### src/rtl/irqvc_pkg.sv
package irqvc_pkg;
   localparam int NLVL  = 12;
   localparam int LVL_W = $clog2(NLVL);
   localparam int NPIN  = 6;
   localparam int NINT  = 6;

   localparam logic [NLVL-1:0] UNMASKABLE = 12'b0000_0000_0011;
   localparam logic [NLVL-1:0] RESET_ONLY = 12'b0000_0000_0001;
   localparam logic [NLVL-1:0] LATCH_EN   = 12'b1111_1111_1110;

   typedef struct packed {
      logic nest;
      logic sense_l10;
      logic sense_l9;
      logic sense_l2;
   } ctl_t;

   function automatic logic [15:0] lvl_vector(input logic [LVL_W-1:0] idx);
      logic [15:0] v;
      if (idx == '0)
         v = 16'h0000;
      else if (idx == LVL_W'(1))
         v = 16'h002C;
      else
         v = (16'(idx) - 16'd1) << 2;
      return v;
   endfunction
endpackage

### src/rtl/irqvc_pin_sync.sv
module irqvc_pin_sync
   import irqvc_pkg::*;
#(
   parameter int N      = NPIN,
   parameter int STAGES = 2
)(
   input  logic         clk,
   input  logic         rst_n,
   input  logic [N-1:0] pin_n,
   output logic [N-1:0] lvl_act,
   output logic [N-1:0] fall
);
   if (STAGES < 2) begin : g_bad_stages
      $error("irqvc_pin_sync: STAGES must be at least 2");
   end

   for (genvar i = 0; i < N; i++) begin : g_pin
      logic [STAGES:0] sh;

      always_ff @(posedge clk or negedge rst_n) begin
         if (!rst_n) sh <= '1;
         else        sh <= {sh[STAGES-1:0], pin_n[i]};
      end

      assign lvl_act[i] = ~sh[STAGES-1];
      assign fall[i]    = sh[STAGES] & ~sh[STAGES-1];

      // an edge is reported for a single cycle only
      a_r6_fall_single: assert property (@(posedge clk) disable iff (!rst_n)
         fall[i] |=> !fall[i]);
   end
endmodule

### src/rtl/irqvc_latch_bank.sv
module irqvc_latch_bank
   import irqvc_pkg::*;
#(
   parameter logic [NLVL-1:0] EN = LATCH_EN
)(
   input  logic             clk,
   input  logic             rst_n,
   input  logic [NLVL-1:0]  set_evt,
   input  logic             ack_ok,
   input  logic [LVL_W-1:0] ack_lvl,
   input  logic             fc_we,
   input  logic [NLVL-1:0]  fc_force,
   input  logic [NLVL-1:0]  fc_clear,
   output logic [NLVL-1:0]  latch
);
   for (genvar k = 0; k < NLVL; k++) begin : g_bit
      if (EN[k]) begin : g_on
         logic q, nxt;

         always_comb begin
            nxt = q;
            if (ack_ok && ack_lvl == LVL_W'(k)) nxt = 1'b0;
            if (set_evt[k])                     nxt = 1'b1;
            if (fc_we && fc_force[k])           nxt = 1'b1;
            if (fc_we && fc_clear[k])           nxt = 1'b0;
         end

         always_ff @(posedge clk or negedge rst_n) begin
            if (!rst_n) q <= 1'b0;
            else        q <= nxt;
         end

         assign latch[k] = q;

         a_r8_clear_wins: assert property (@(posedge clk) disable iff (!rst_n)
            fc_we && fc_clear[k] |=> !latch[k]);
         a_r13_set_holds: assert property (@(posedge clk) disable iff (!rst_n)
            set_evt[k] && !(fc_we && fc_clear[k]) |=> latch[k]);
         a_r9_ack_clears: assert property (@(posedge clk) disable iff (!rst_n)
            ack_ok && ack_lvl == LVL_W'(k) && !set_evt[k] && !(fc_we && fc_force[k])
            |=> !latch[k]);
      end else begin : g_off
         assign latch[k] = 1'b0;
      end
   end
endmodule

### src/rtl/irqvc_service.sv
module irqvc_service
   import irqvc_pkg::*;
(
   input  logic             clk,
   input  logic             rst_n,
   input  logic             ack_ok,
   input  logic [LVL_W-1:0] ack_lvl,
   input  logic             rti,
   output logic [NLVL-1:0]  isr
);
   logic [NLVL-1:0] isr_n;
   logic            found;

   always_comb begin
      isr_n = isr;
      found = 1'b0;
      if (rti) begin
         for (int k = 0; k < NLVL; k++) begin
            if (!found && isr[k]) begin
               isr_n[k] = 1'b0;
               found    = 1'b1;
            end
         end
      end
      if (ack_ok) begin
         for (int k = 0; k < NLVL; k++)
            if (ack_lvl == LVL_W'(k)) isr_n[k] = 1'b1;
      end
   end

   always_ff @(posedge clk or negedge rst_n) begin
      if (!rst_n) isr <= '0;
      else        isr <= isr_n;
   end

   // a return without a new acknowledge retires exactly one level
   a_r9_rti_retires_one: assert property (@(posedge clk) disable iff (!rst_n)
      rti && !ack_ok && isr != '0 |=> $countones(isr) == $countones($past(isr)) - 1);
endmodule

### src/rtl/irqvc_select.sv
module irqvc_select
   import irqvc_pkg::*;
#(
   parameter int VEC_W = 14
)(
   input  logic [NLVL-1:0]  pending,
   input  logic [NLVL-1:0]  mask,
   input  logic [NLVL-1:0]  isr,
   input  logic             gen_en,
   input  logic             blackout,
   input  logic             nest,
   output logic             valid,
   output logic [LVL_W-1:0] lvl,
   output logic [VEC_W-1:0] vector
);
   logic [NLVL-1:0] cand;
   int              hi;

   always_comb begin
      cand = pending & (mask | UNMASKABLE);
      if (!gen_en || blackout) cand = cand & RESET_ONLY;

      hi = NLVL;
      for (int k = NLVL - 1; k >= 0; k--)
         if (isr[k]) hi = k;

      if (hi != NLVL) begin
         if (nest) begin
            for (int k = 1; k < NLVL; k++)
               if (k >= hi) cand[k] = 1'b0;
         end else begin
            cand = cand & RESET_ONLY;
         end
      end

      valid = |cand;
      lvl   = '0;
      for (int k = NLVL - 1; k >= 0; k--)
         if (cand[k]) lvl = LVL_W'(k);
   end

   assign vector = VEC_W'(lvl_vector(lvl));
endmodule

### src/rtl/irq_vector_ctrl.sv
module irq_vector_ctrl
   import irqvc_pkg::*;
#(
   parameter int SYNC_STAGES = 2,
   parameter int VEC_W       = 14
)(
   input  logic              clk,
   input  logic              rst_n,
   input  logic              rst_req,
   input  logic [NPIN-1:0]   pin_n,
   input  logic              pwrdn_req,
   input  logic [NINT-1:0]   int_req,
   input  logic              mask_we,
   input  logic [NLVL-1:0]   mask_wdata,
   input  logic              ctl_we,
   input  logic [3:0]        ctl_wdata,
   input  logic              fc_we,
   input  logic [NLVL-1:0]   fc_force,
   input  logic [NLVL-1:0]   fc_clear,
   input  logic              gie_set,
   input  logic              gie_clr,
   input  logic              ack,
   input  logic              rti,
   output logic              irq_valid,
   output logic [LVL_W-1:0]  irq_level,
   output logic [VEC_W-1:0]  irq_vector
);
   if (VEC_W < 6 || VEC_W > 16) begin : g_bad_vec
      $error("irq_vector_ctrl: VEC_W must lie in 6..16");
   end

   logic [NLVL-1:0] mask_q;
   ctl_t            ctl_q;
   logic            blackout_q;
   logic            gen_en_q;
   logic [NPIN-1:0] lvl_act, fall;
   logic [NLVL-1:0] set_evt, lvl_src, latch, pending, isr;
   logic            ack_ok;

   always_ff @(posedge clk or negedge rst_n) begin
      if (!rst_n) begin
         mask_q     <= '0;
         ctl_q      <= '0;
         blackout_q <= 1'b0;
         gen_en_q   <= 1'b1;
      end else begin
         if (mask_we) mask_q <= mask_wdata;
         if (ctl_we)  ctl_q  <= ctl_t'(ctl_wdata);
         blackout_q <= mask_we;
         if (gie_clr)      gen_en_q <= 1'b0;
         else if (gie_set) gen_en_q <= 1'b1;
      end
   end

   irqvc_pin_sync #(.N(NPIN), .STAGES(SYNC_STAGES)) u_sync (
      .clk(clk), .rst_n(rst_n), .pin_n(pin_n), .lvl_act(lvl_act), .fall(fall));

   always_comb begin
      set_evt     = '0;
      set_evt[1]  = pwrdn_req;
      set_evt[2]  = ctl_q.sense_l2 & fall[0];
      set_evt[5]  = int_req[0];
      set_evt[6]  = int_req[1];
      set_evt[7]  = fall[3];
      set_evt[8]  = int_req[2];
      set_evt[9]  = int_req[3] | (ctl_q.sense_l9 & fall[4]);
      set_evt[10] = int_req[4] | (ctl_q.sense_l10 & fall[5]);
      set_evt[11] = int_req[5];

      lvl_src     = '0;
      lvl_src[0]  = rst_req;
      lvl_src[2]  = ~ctl_q.sense_l2 & lvl_act[0];
      lvl_src[3]  = lvl_act[1];
      lvl_src[4]  = lvl_act[2];
      lvl_src[9]  = ~ctl_q.sense_l9 & lvl_act[4];
      lvl_src[10] = ~ctl_q.sense_l10 & lvl_act[5];
   end

   assign ack_ok = ack & irq_valid;

   irqvc_latch_bank #(.EN(LATCH_EN)) u_latch (
      .clk(clk), .rst_n(rst_n), .set_evt(set_evt), .ack_ok(ack_ok),
      .ack_lvl(irq_level), .fc_we(fc_we), .fc_force(fc_force),
      .fc_clear(fc_clear), .latch(latch));

   assign pending = latch | lvl_src;

   irqvc_service u_svc (
      .clk(clk), .rst_n(rst_n), .ack_ok(ack_ok), .ack_lvl(irq_level),
      .rti(rti), .isr(isr));

   irqvc_select #(.VEC_W(VEC_W)) u_sel (
      .pending(pending), .mask(mask_q), .isr(isr), .gen_en(gen_en_q),
      .blackout(blackout_q), .nest(ctl_q.nest), .valid(irq_valid),
      .lvl(irq_level), .vector(irq_vector));

   a_r1_reset_first: assert property (@(posedge clk) disable iff (!rst_n)
      rst_req |-> irq_valid && irq_level == '0);
   a_r1_vec_aligned: assert property (@(posedge clk) disable iff (!rst_n)
      irq_valid |-> irq_vector[1:0] == 2'b00);
   a_r2_mask_honoured: assert property (@(posedge clk) disable iff (!rst_n)
      irq_valid && irq_level >= LVL_W'(2) |-> mask_q[irq_level]);
   a_r3_blackout: assert property (@(posedge clk) disable iff (!rst_n)
      mask_we |=> !irq_valid || irq_level == '0);
   a_r4_disabled: assert property (@(posedge clk) disable iff (!rst_n)
      gie_clr |=> !irq_valid || irq_level == '0);
   a_r10_sequential: assert property (@(posedge clk) disable iff (!rst_n)
      irq_valid && !ctl_q.nest && irq_level != '0 |-> isr == '0);
endmodule

### config.mk
export PLATFORM = sky130hd
export DESIGN_NAME = irq_vector_ctrl
export DESIGN_NICKNAME = d
export VERILOG_FILES = /design/src/rtl/irqvc_pkg.sv /design/src/rtl/irqvc_pin_sync.sv /design/src/rtl/irqvc_latch_bank.sv /design/src/rtl/irqvc_service.sv /design/src/rtl/irqvc_select.sv /design/src/rtl/irq_vector_ctrl.sv
export SDC_FILE = /design/constraint.sdc
export NUM_CORES = 1
export LEC_CHECK = 0
export ABC_AREA = 0
export BUFFER_PORTS_ARGS = -buffer_cell sky130_fd_sc_hd__clkbuf_2
export CORE_MARGIN = 5
export CORE_UTILIZATION = 58
export DETAILED_ROUTE_END_ITERATION = 6
export PLACE_DENSITY = 0.85
export SYNTH_ARGS = -nofsm -noshare
export SYNTH_HDL_FRONTEND = slang
export SYNTH_HIERARCHICAL = 1
export SYNTH_SLANG_ARGS = --single-unit
### constraint.sdc
create_clock -name clk -period 6.3 [get_ports clk]
set_input_delay 0.63 -clock clk [delete_from_list [all_inputs] [get_ports clk]]
set_output_delay 0.63 -clock clk [all_outputs]
set_load 0.02 [all_outputs]
# Yosys cells after proc, flatten, opt, wreduce, memory -nomap -nowiden
# Cells that the tools add are included.
[totals]
register_bits = 57
in_bits = 63
out_inout_bits = 19
word_cells = 275
[classes]
addsub = 1
order_cmp = 11
n_eq_ne = 12
n_mux = 131
n_bitwise = 24
reduce_logical = 71
[ops]
columns = ["op", "count"]
rows = [
  ["$mux W32", 11],
  ["$ge A4 B32 Y1 const A", 4],
  ["$ge A5 B32 Y1 const A", 4],
  ["$mux W1", 100],
  ["$ge A3 B32 Y1 const A", 2],
  ["$mux W12", 4],
  ["$mux W4", 12],
  ["$logic_and A1 B1 Y1", 44],
  ["$reduce_bool A4 Y1", 9],
  ["$ge A2 B32 Y1 const A", 1],
  ["$ne A32 B5 Y1 const B", 1],
  ["$mux W14", 2],
  ["$eq A4 B3 Y1 const B", 4],
  ["$eq A4 B4 Y1 const B", 4],
  ["$and A12 B12 Y12", 1],
  ["$logic_not A1 Y1", 12],
  ["$or A12 B11 Y12", 1],
  ["$reduce_or A12 Y1", 1],
  ["$and A1 B1 Y1", 11],
  ["$mux W11", 1],
  ["$not A1 Y1", 9],
  ["$eq A4 B2 Y1 const B", 2],
  ["$reduce_bool A3 Y1", 2],
  ["$sub A4 B1 Y5 const B", 1],
  ["other kinds (6)", 7],
]

# Longest topological paths before layout
[logic_depth]
word_depth = 48
depth_mapped = 12

# Cells and area by module
# Netlist, hierarchy kept.
[modules_own_cells]
columns = ["mod", "instances", "cells_per_inst", "area_each_um2", "seq_area_each_um2"]
rows = [
  ["irqvc_select", 1, 128, 860.8, 0.0],
  ["irq_vector_ctrl", 1, 54, 764.5, 451.7],
  ["irqvc_latch_bank", 1, 67, 739.5, 275.3],
  ["irqvc_service", 1, 51, 548.0, 300.3],
  ["irqvc_pin_sync", 1, 30, 533.0, 473.0],
]

# Worst setup path after synthesis
# No wires, ideal clock.
[synth_timing]
path_kind = "register -> output"
from = "register u_svc.isr[3]"
to = "output port irq_vector[4]"
arrival_ns = 2.908
required_ns = 5.670
setup_slack_ns = 2.762
stages_incl_launch_ff = 10
n_path_buf = 1
cell_sequence = "dfrtp_1 > or4_4 > buf_6 > nor4_2 > a31oi_1 > nand2b_1 > a221o_1 > ha_1 > or3_1 > a21boi_1"
[synth_between]
elab_chain_len = 23
[synth_rtl]
columns = ["item", "line_no", "rtl"]
rows = [
  ["from (decl)", "irqvc_service.sv:9", "output logic [NLVL-1:0] isr"],
  ["from (signal assigned)", "irqvc_service.sv:33", "else isr <= isr_n;"],
  ["$mux W32 (*) (4 in a row)", "irqvc_select.sv:25", "if (isr[k]) hi = k;"],
  ["$ge A5 B32 Y1", "irqvc_select.sv:30", "if (k >= hi) cand[k] = 1'b0;"],
  ["$mux W1", "irqvc_select.sv:30", ""],
  ["$mux W11", "irqvc_select.sv:28", "if (nest) begin"],
  ["$mux W12 (*)", "irqvc_select.sv:27", "if (hi != NLVL) begin"],
  ["$mux W4 (10 in a row)", "irqvc_select.sv:39", "if (cand[k]) lvl = LVL_W'(k);"],
  ["$mux W4 (*) (2 in a row)", "irqvc_select.sv:39", ""],
  ["$sub A4 B1 Y5 or $eq A4 B1 Y1 (tied branches)", "irqvc_pkg.sv:25, irqvc_pkg.sv:22", ""],
  ["$mux W14", "irqvc_pkg.sv:22", "else if (idx == LVL_W'(1))"],
  ["$mux W14 (*)", "irqvc_pkg.sv:20", "if (idx == '0)"],
  ["to (decl)", "irq_vector_ctrl.sv:26", "output logic [VEC_W-1:0] irq_vector"],
]
# Every way passes the cells marked *; elsewhere a longest branch is shown, timed or not.

# Worst setup path in the final report
[layout_timing]
from = "register gen_en_q"
to = "output port irq_vector[4]"
[layout_between]
elab_chain_len = 21
[layout_rtl]
columns = ["item", "line_no", "rtl"]
rows = [
  ["from (decl)", "irq_vector_ctrl.sv:35", "logic gen_en_q;"],
  ["from (signal assigned)", "irq_vector_ctrl.sv:45", "gen_en_q <= 1'b1;"],
  ["from (signal assigned)", "irq_vector_ctrl.sv:50", "if (gie_clr) gen_en_q <= 1'b0;"],
  ["from (signal assigned)", "irq_vector_ctrl.sv:51", "else if (gie_set) gen_en_q <= 1'b1;"],
  ["$logic_not A1 Y1 (*)", "irqvc_select.sv:21", "if (!gen_en || blackout) cand = cand & RESET_ONLY;"],
  ["$logic_or A1 B1 Y1 (*)", "irqvc_select.sv:21", ""],
  ["$mux W12 (*)", "irqvc_select.sv:21", ""],
  ["$mux W1", "irqvc_select.sv:30", ""],
  ["$mux W11", "irqvc_select.sv:28", ""],
  ["$mux W12 (*)", "irqvc_select.sv:27", ""],
  ["$mux W4 (10 in a row)", "irqvc_select.sv:39", ""],
  ["$mux W4 (*) (2 in a row)", "irqvc_select.sv:39", ""],
  ["$sub A4 B1 Y5 or $eq A4 B1 Y1 (tied branches)", "irqvc_pkg.sv:25, irqvc_pkg.sv:22", ""],
  ["$mux W14", "irqvc_pkg.sv:22", ""],
  ["$mux W14 (*)", "irqvc_pkg.sv:20", ""],
]
# Marks and branches as above.

==> impl_results.md <==
- Peak supply drop: 0.1945 mV
- Clock skew: 0.009242 ns
- Via/cell ratio: 5.993
- Die area: 7292 um^2
- Max-Cap Viols: 0
- Worst-case reg-to-reg path depth: 9
- Worst hold path class: flop to flop
- Setup CP Type: flop to output pin
- Total CTS buffers: 5
- Iter 0 DRT Violations: 234
- Total GRT Usage: 0.2130
- Max incr delay on CP: 0.55 ns
- Pwr per Cell Area: 220.1 nW/um^2
- Slowest cell on crit path: dfstp_2
- Postcts setup bufs: 0
- Minimum clock period: 4.132 ns
- Synth Cell Area: 3297 um^2
- Avg Cell Area, Syn: 10.27 um^2
- Status: finished clean
- CTS tree: built
- Routed wire length: 7653 um
- CP endpoint kind: output pin
- CTS sink count: 55
- DRC errors left: 0
- Final nets: 443
- CTS HTree Levels: 2
- Fin crit share: 0.6559
- Final setup vio count: 0
- Initial antenna violation count: 0
- Initial core utilization: 0.5987
- Detail Route Antenna Nets: 0
- Final hold violations: 0
- Pleak: 1.732 nW
- Commonest cells after routing, fill and taps aside: 75 x clkbuf_2, 38 x dfrtp_1, 28 x nand2_1
- CP Data Required Time: 5.67 ns
- Final core occ: 0.6701
- Filler cells: 454
- Most common cell after layout, fill and taps aside: clkbuf_2
- Clock root buffer: clkbuf_8
- GRT Residual Overflow: 0
- Die W: 85.40 um
- RSZ-0062 raised after global routing: false
- Critical path, cell by cell: nor2b_1 > nand2_1 > nor4_2 > a31oi_1 > nand2b_1 > a221o_1 > ha_1 > or3_1 > a21boi_1 > clkbuf_2
- Reg2reg end: u_svc/isr[0]
- Io pins: 82
- Core Box Area: 5507 um^2
- Max-slew violations: 0
- Via count: 2,709
- Post-CTS Hold Fix Bufs: 0
- Initial DRT Pass Iterations: 5
- Layout overhead on the synthesized area: 11.92%
- Slew @ Worst Pin: 0.6706 ns
- CP Data Arrival Time: 3.50 ns
- Sum of negative setup slack: 0 ns
- Tot Pwr: 0.0008121 W
- Slew margin rel.: 0.5530
- Clock latency on the worst-skew pair: 0.31 ns
- Proportion of layout cells with a drive suffix above 1: 0.3789
- First-pass GRT wire length: 12,540 um
- Largest net degree at the start of global routing: 56
- Setup crit start kind: flop
- Setup crit start: gen_en_q
- R2r startpoint: gen_en_q
- Post-CTS resize count: 0
- Diode count: 0
- Cells after Synth: 321
- Fmax: 242.0 MHz
- Reg2reg setup slack: 2.95 ns
- Cell row count: 27
- Crit Path Max Fanout: 8
- Port Buffers: 75
- Drt wl/cell: 16.93 um
- Clk buf depth: 2
- Yosys warnings: 6
- Die height: 85.40 um
- Hold Path Cell Cnt: 0
- Vias in the first global route: 2,641
- Clock slew at reported path FFs: 0.09 ns
- HPWL after DPL: 5870 um
- CP Capture Point: irq_vector[4]
- RD Place Congestion: 0.9035
[metal layers]
metal	wire, um	GRT usage	vias to the layer above	share of wire
li1	-	-	1288	-
met1	3371	0.2902	1284	0.44
met2	3618	0.3475	126	0.47
met3	567	0.03689	11	0.074
met4	96	0.06331	0	0.013
met5	0	0	-	0
[state kept, by name, summed over array words and instances, names as in the netlist]
register / cells
blackout_q: 1
ctl_q: 4
gen_en_q: 1
mask_q: 10
u_latch/g_bit.g_on.q: 11
u_svc/isr: 12
u_sync/g_pin.sh: 16
[cell type report]
cell class	instances	area, um^2	area share
Clock buffer	6	82.58	0.02238
Clock inverter	2	35.03	0.009495
Inverter	12	46.29	0.01255
Multi-Input combinational cell	229	1655	0.4486
Sequential cell	55	1398	0.3788
Tap cell	72	90.09	0.02442
Timing Repair Buffer	76	382.9	0.1038
[worst max-delay path: cells and delay by family, from the launching register on]
family                   cells  cell delay (ns)
AND/OR/NAND/NOR              5             1.59
AO/OA/AOI/OAI                3             0.66
flip-flops                   1             0.55
adder cells (fa/ha/maj)      1             0.22
buffers and inverters        1             0.19
[how the worst min path moves through the flow]
stage	endpoint	from	slack, ns
2_1_floorplan	blackout_q	rst_n	0.33
3_3_place_gp	u_sync/g_pin[5].sh[1]	u_sync/g_pin[5].sh[0]	0.35
3_5_place_dp	u_sync/g_pin[5].sh[1]	u_sync/g_pin[5].sh[0]	0.35
4_1_cts	u_sync/g_pin[5].sh[1]	u_sync/g_pin[5].sh[0]	0.36
5_1_grt	u_sync/g_pin[3].sh[1]	u_sync/g_pin[3].sh[0]	0.37
6_report	u_sync/g_pin[5].sh[1]	u_sync/g_pin[5].sh[0]	0.36
[metrics by stage]
stage / hold slack (ns) / instance area, um^2 / cells / setup WS, ns
floorplan: 0.3344 / 3304 / 323 / 2.762
finish: 0.3608 / 3690 / 452 / 2.168
CTS: 0.3630 / 3690 / 452 / 2.174
global placement: 0.3457 / 3572 / 444 / 2.612
detailed placement: 0.3492 / 3572 / 444 / 2.518
global route: 0.3650 / 3690 / 452 / 1.920
[power breakdown]
part / total, W / switching, W / internal [W]
Sequential: 0.000403 / 0.0000226 / 0.000380
Clock: 0.000239 / 0.000111 / 0.000129
Combinational: 0.000170 / 0.0000950 / 0.0000750
No activity file was read; power rests on OpenSTA's default activity.
